==> config.mk <==
export PLATFORM = sky130hd
export DESIGN_NAME = vc_dm_cache
export DESIGN_NICKNAME = d
export VERILOG_FILES = /design/src/rtl/vc_dm_cache.sv
export SDC_FILE = /design/constraint.sdc
export NUM_CORES = 2
export LEC_CHECK = 0
export ABC_CLOCK_PERIOD_IN_PS = 9900
export BUFFER_PORTS_ARGS = -buffer_cell sky130_fd_sc_hd__buf_2
export CAP_MARGIN = 40
export CELL_PAD_IN_SITES_DETAIL_PLACEMENT = 1
export CELL_PAD_IN_SITES_GLOBAL_PLACEMENT = 1
export CORE_ASPECT_RATIO = 0.9
export CORE_MARGIN = 2
export CORE_UTILIZATION = 35
export CTS_CLUSTER_DIAMETER = 100
export DETAILED_ROUTE_END_ITERATION = 8
export GPL_TIMING_DRIVEN = 1
export PLACE_DENSITY_LB_ADDON = 0.1
export SLEW_MARGIN = 20
export SYNTH_ARGS = -nofsm -noshare
export SYNTH_HDL_FRONTEND = slang
export SYNTH_SLANG_ARGS = --single-unit
==> constraint.sdc <==
create_clock -name clk -period 9.9 [get_ports clk]
set_input_delay 1.485 -clock clk [delete_from_list [all_inputs] [get_ports clk]]
set_output_delay 1.485 -clock clk [all_outputs]
set_load 0.01 [all_outputs]
==> src/rtl/vc_dm_cache.sv <==
module vc_dm_cache #(
  parameter int ADDR_W = 12,
  parameter int WORD_W = 32,
  parameter int OFF_W  = 2,
  parameter int IDX_W  = 4,
  parameter int VICT_N = 4,
  localparam int LA_W   = ADDR_W - OFF_W,
  localparam int LINE_W = WORD_W << OFF_W
) (
  input  logic              clk,
  input  logic              rst_n,
  input  logic              req_valid,
  input  logic              req_write,
  input  logic [ADDR_W-1:0] req_addr,
  input  logic [WORD_W-1:0] req_wdata,
  output logic              req_ready,
  output logic [WORD_W-1:0] rsp_rdata,
  output logic              mem_req,
  output logic [LA_W-1:0]   mem_addr,
  input  logic              mem_rsp_valid,
  input  logic [LINE_W-1:0] mem_rsp_line,
  output logic              mem_wr,
  output logic [ADDR_W-1:0] mem_wr_addr,
  output logic [WORD_W-1:0] mem_wr_data
);
  localparam int SETS  = 1 << IDX_W;
  localparam int WPL   = 1 << OFF_W;
  localparam int TAG_W = LA_W - IDX_W;
  localparam int VP_W  = (VICT_N > 1) ? $clog2(VICT_N) : 1;

  logic [SETS-1:0]   m_vld;
  logic [TAG_W-1:0]  m_tag  [SETS];
  logic [LINE_W-1:0] m_line [SETS];
  logic [VICT_N-1:0] v_vld;
  logic [LA_W-1:0]   v_la   [VICT_N];
  logic [LINE_W-1:0] v_line [VICT_N];
  logic [VP_W-1:0]   v_ptr;
  logic              waiting;

  wire [LA_W-1:0]  la  = req_addr[ADDR_W-1:OFF_W];
  wire [IDX_W-1:0] idx = la[IDX_W-1:0];
  wire [TAG_W-1:0] tag = la[LA_W-1:IDX_W];
  wire [OFF_W-1:0] off = req_addr[OFF_W-1:0];

  wire [LINE_W-1:0] cur_line = m_line[idx];
  wire [LA_W-1:0]   evict_la = {m_tag[idx], idx};
  wire              m_hit    = m_vld[idx] && (m_tag[idx] == tag);

  logic [VICT_N-1:0] v_match;
  for (genvar i = 0; i < VICT_N; i++) begin : g_cmp
    assign v_match[i] = v_vld[i] && (v_la[i] == la);
  end

  logic            v_hit, v_any_free;
  logic [VP_W-1:0] v_sel, v_free, v_ins;
  always_comb begin
    v_hit      = |v_match;
    v_any_free = ~&v_vld;
    v_sel      = '0;
    v_free     = '0;
    for (int i = 0; i < VICT_N; i++)
      if (v_match[i]) v_sel = VP_W'(i);
    for (int i = VICT_N - 1; i >= 0; i--)
      if (!v_vld[i]) v_free = VP_W'(i);
    v_ins = v_any_free ? v_free : v_ptr;
  end

  wire lookup  = req_valid && !waiting;
  wire do_swap = lookup && !m_hit && v_hit;
  wire do_miss = lookup && !m_hit && !v_hit;
  wire do_fill = waiting && mem_rsp_valid;

  assign req_ready   = lookup && m_hit;
  assign mem_req     = waiting;
  assign mem_addr    = la;
  assign mem_wr      = req_ready && req_write;
  assign mem_wr_addr = req_addr;
  assign mem_wr_data = req_wdata;

  always_comb begin
    rsp_rdata = '0;
    for (int w = 0; w < WPL; w++)
      if (off == OFF_W'(w)) rsp_rdata = cur_line[w*WORD_W +: WORD_W];
  end

  always_ff @(posedge clk) begin
    if (!rst_n) begin
      m_vld   <= '0;
      v_vld   <= '0;
      v_ptr   <= '0;
      waiting <= 1'b0;
    end else begin
      if (do_miss) waiting <= 1'b1;
      if (do_fill) begin
        waiting    <= 1'b0;
        m_vld[idx] <= 1'b1;
        if (m_vld[idx]) begin
          v_vld[v_ins] <= 1'b1;
          if (!v_any_free)
            v_ptr <= (v_ptr == VP_W'(VICT_N - 1)) ? '0 : v_ptr + 1'b1;
        end
      end
      if (do_swap) begin
        v_vld[v_sel] <= m_vld[idx];
        m_vld[idx]   <= 1'b1;
      end
    end
  end

  always_ff @(posedge clk) begin
    if (do_fill) begin
      m_tag[idx]  <= tag;
      m_line[idx] <= mem_rsp_line;
      if (m_vld[idx]) begin
        v_la[v_ins]   <= evict_la;
        v_line[v_ins] <= cur_line;
      end
    end
    if (do_swap) begin
      m_tag[idx]    <= tag;
      m_line[idx]   <= v_line[v_sel];
      v_la[v_sel]   <= evict_la;
      v_line[v_sel] <= cur_line;
    end
    if (mem_wr)
      for (int w = 0; w < WPL; w++)
        if (off == OFF_W'(w)) m_line[idx][w*WORD_W +: WORD_W] <= req_wdata;
  end
endmodule

==> impl_results.md <==
- Status: completed
- FFs w/ async S/R, synth: 0%
- Total CTS buffers: 304
- Die area: 311,000 um^2
- Largest net degree at the start of global routing: approximately 140
- Initial Utilization: 35.2%
- Crit-path max FO: between 100 and 150
- Mean post-synth cell area: ~21 um^2
- Post-route DRC: 0
- Share of cells above drive strength 1: a little under a third
- Critical Path Stages: 7
- CTS sink cnt: 2,719
- Setup Buffers After CTS: 0
- WS Path Type: in2out
- DR WL/cell: ~37 um
- Clock Pin Slew Worst Setup and Hold Paths: around 0.060 ns
- Initial DRC Count: between 5,000 and 6,000
- Buffers & Inverters on Critical Path: 4
- DR vias/cell: around 5.6
- Register-to-Register Path Depth: 11
- Core Rows: around 190
- Antenna-violating nets left: 0
- Initial antenna violation count: between 60 and 70
- Layout Nets: between 5,000 and 6,000
- Worst EP arrival: 5.78 ns
- First-pass GRT wire length: 505,000 um
- Clk root buf: clkbuf_16
- Gpl congestion: 0.767
- Skew-Pair Late Insertion Delay: ~0.90 ns
- Max-Cap Viols: 0
- Die Ht: 529 um
- Seq/Total Area, Yosys: 76.0%
- Most common cell type on the critical path: mux4_2
- Final hold violations: 0
- Vias in the first global route: approximately 57,000
- Hold_buf cts: 0
- Top_reg_cell synth: edfxtp_1
- Hold path cells: 1
- Crit start category: primary input
- Mapped cell area: 107,000 um^2
- Distinct cells, synth: 55
- Area added between synthesis and finish: 16.8%
- Slowest cell on the critical path: mux4_2
- Fmax: 138 MHz
- Syn Nets: ~5,300
- Static Leakage: a little under 40 nW
- # resized after CTS: 0
- Post-DP HPWL: between 200,000 and 250,000 um
- Max-slew violation count: 0
- WP data required: 8.42 ns
- Core footprint: between 300,000 and 400,000 um^2
- CP peak stage delay: between 0.6 and 0.7 ns
- Crit path max-delay family: buffers and inverters
- Drt first pass iters: 5
- I/O Pins: ~270
- Worst slew margin: about 23%
- Htree depth: 5
- Period Utilization, post-route: between 70% and 80%
- Peak supply drop: roughly 0.00013 V
- Synth Instances: 5,140
- Final WL: ~370,000 um
- Critical Path, Cell by Cell: buf_8 > buf_12 > buf_12 > mux4_2 > mux4_2 > mux4_2 > buf_2
- Worst hold path class: reg2reg
- Power Dens Cells: roughly 200 nW/um^2
- Most common cell after layout, fill and taps aside: edfxtp_1
- CTS tree: built
- Number of synthesized flops with an enable pin: ~2,700
- Fin Hold WS: 0.463 ns
- Overall Global Routing Usage: between 20% and 30%
- #FFs+latches synth: 2,719
- Setup TNS: 0 ns
- Crit. End Element: output port
- DR vias: 55,841
- Clock Tree Buf Depth: 4
- Warning count from the yosys run: 0
- Port buffer count: ~270
- Minimum clock period: 7.26 ns
- Unrepaired setup endpoints after global routing: no
- Clock Skew: just over 0.05 ns
- Final setup fails: 0
- # fillers: about 28,000
- Most frequent cells in the layout: edfxtp_1, mux4_2, nand2_1
- Remaining Overflow, GRT: 0
- Slew @ Worst Pin: 1.15 ns
- Die X: just under 600 um
worst reg2reg max path, cell delays in order (launching register included):
cell      delay (ns)
edfxtp_1        0.33
mux2i_1         0.07
mux4_2          0.50
mux2i_1         0.63
xnor2_1         0.22
nand4_2         0.26
nor4_1          0.48
buf_4           0.24
nand2_4         0.37
buf_4           0.58
a31oi_4         0.26
buf_4           0.67
routing by layer:
layer	part of all wire, %	vias up	GRT usage, %
met4	1.9	6	4.65
met2	48	1966	38.8
met3	6.1	395	3.28
met5	0.0091	-	0
met1	44	31311	34.1
li1	-	22163	-
flip-flops by register name (all words and copies together) (netlist names):
name,count
v_ptr,2
m_tag,96
mem_req,1
v_la,40
v_vld,4
m_vld,16
v_line,512
m_line,2048
area by class of cell:
class                           count  area, um^2  area share (%)
Timing Repair Buffer              501        4050            3.24
Clock buffer                      379        8140            6.50
Tap cell                         4074        5100            4.07
Inverter                           50         188           0.150
Sequential cell                  2719       81400            65.0
Antenna cell                       30        75.1          0.0600
Clock inverter                    157        1370            1.09
Multi-Input combinational cell   2007       24800            19.8
metrics by stage:
| step | util, % | instance area [um^2] | instances | worst slack, ns | power (mW) |
|---|---|---|---|---|---|
| floorplan | - | 107000 | 5140 | 1.80 | 13.7 |
| global placement | 37.7 | 115000 | 9306 | 2.53 | 14.3 |
| detailed placement | 37.9 | 115000 | 9343 | 2.66 | 14.4 |
| CTS | 41.0 | 125000 | 9879 | 2.68 | 25.4 |
| global route | 41.1 | 125000 | 9898 | 2.62 | 25.8 |
| finish | 41.1 | 125000 | 9917 | 2.64 | 25.1 |
kinds of logic after synthesis:
logic type | after synthesis | synth area share, %
DFF | 2719 | 76.0
muxes | 933 | 17.0
and+or+nand+nor | 689 | 2.86
buffers and inverters | 414 | 1.73
AOI/OAI and AO/OA | 341 | 2.08
xor gates and xnor gates | 43 | 0.359
adders and majority gates | 1 | 0.0117
path summary, 6_finish.rpt:
check | to | startpoint | slack (ns)
max reg2reg | m_line[8][110] | m_tag[13][5] | 4.82
min reg2reg | m_vld[9] | m_vld[9] | 0.46
min | m_vld[9] | m_vld[9] | 0.46
max | rsp_rdata[18] | req_addr[3] | 2.64
cell usage after synthesis, types with 5 or more instances:
cell type / instances / area [um^2]
buf_4: 57 / 428
o21ai_0: 39 / 195
nor2b_1: 10 / 62.6
buf_6: 5 / 56.3
mux2_2: 149 / 1680
mux4_2: 689 / 15500
xnor2_1: 42 / 368
o21a_1: 16 / 120
nand3_1: 225 / 1130
buf_1: 81 / 304
nor3_1: 9 / 45.0
nand2b_1: 18 / 113
nor2_1: 73 / 274
a31oi_1: 95 / 594
clkbuf_1: 187 / 702
nand2_1: 319 / 1200
a22o_1: 18 / 158
dfxtp_1: 23 / 460
nand4_1: 15 / 93.8
a21oi_1: 70 / 350
a41oi_1: 15 / 131
inv_1: 49 / 184
a21o_1: 69 / 518
edfxtp_1: 2696 / 81000
mux2i_1: 91 / 911
buf_2: 34 / 170
where the power goes:
group          internal [mW]  switching, mW
combinational          0.448          0.902
sequential              12.7        0.00838
clock                   6.37           4.66
(Power assumes the default switching activity.)
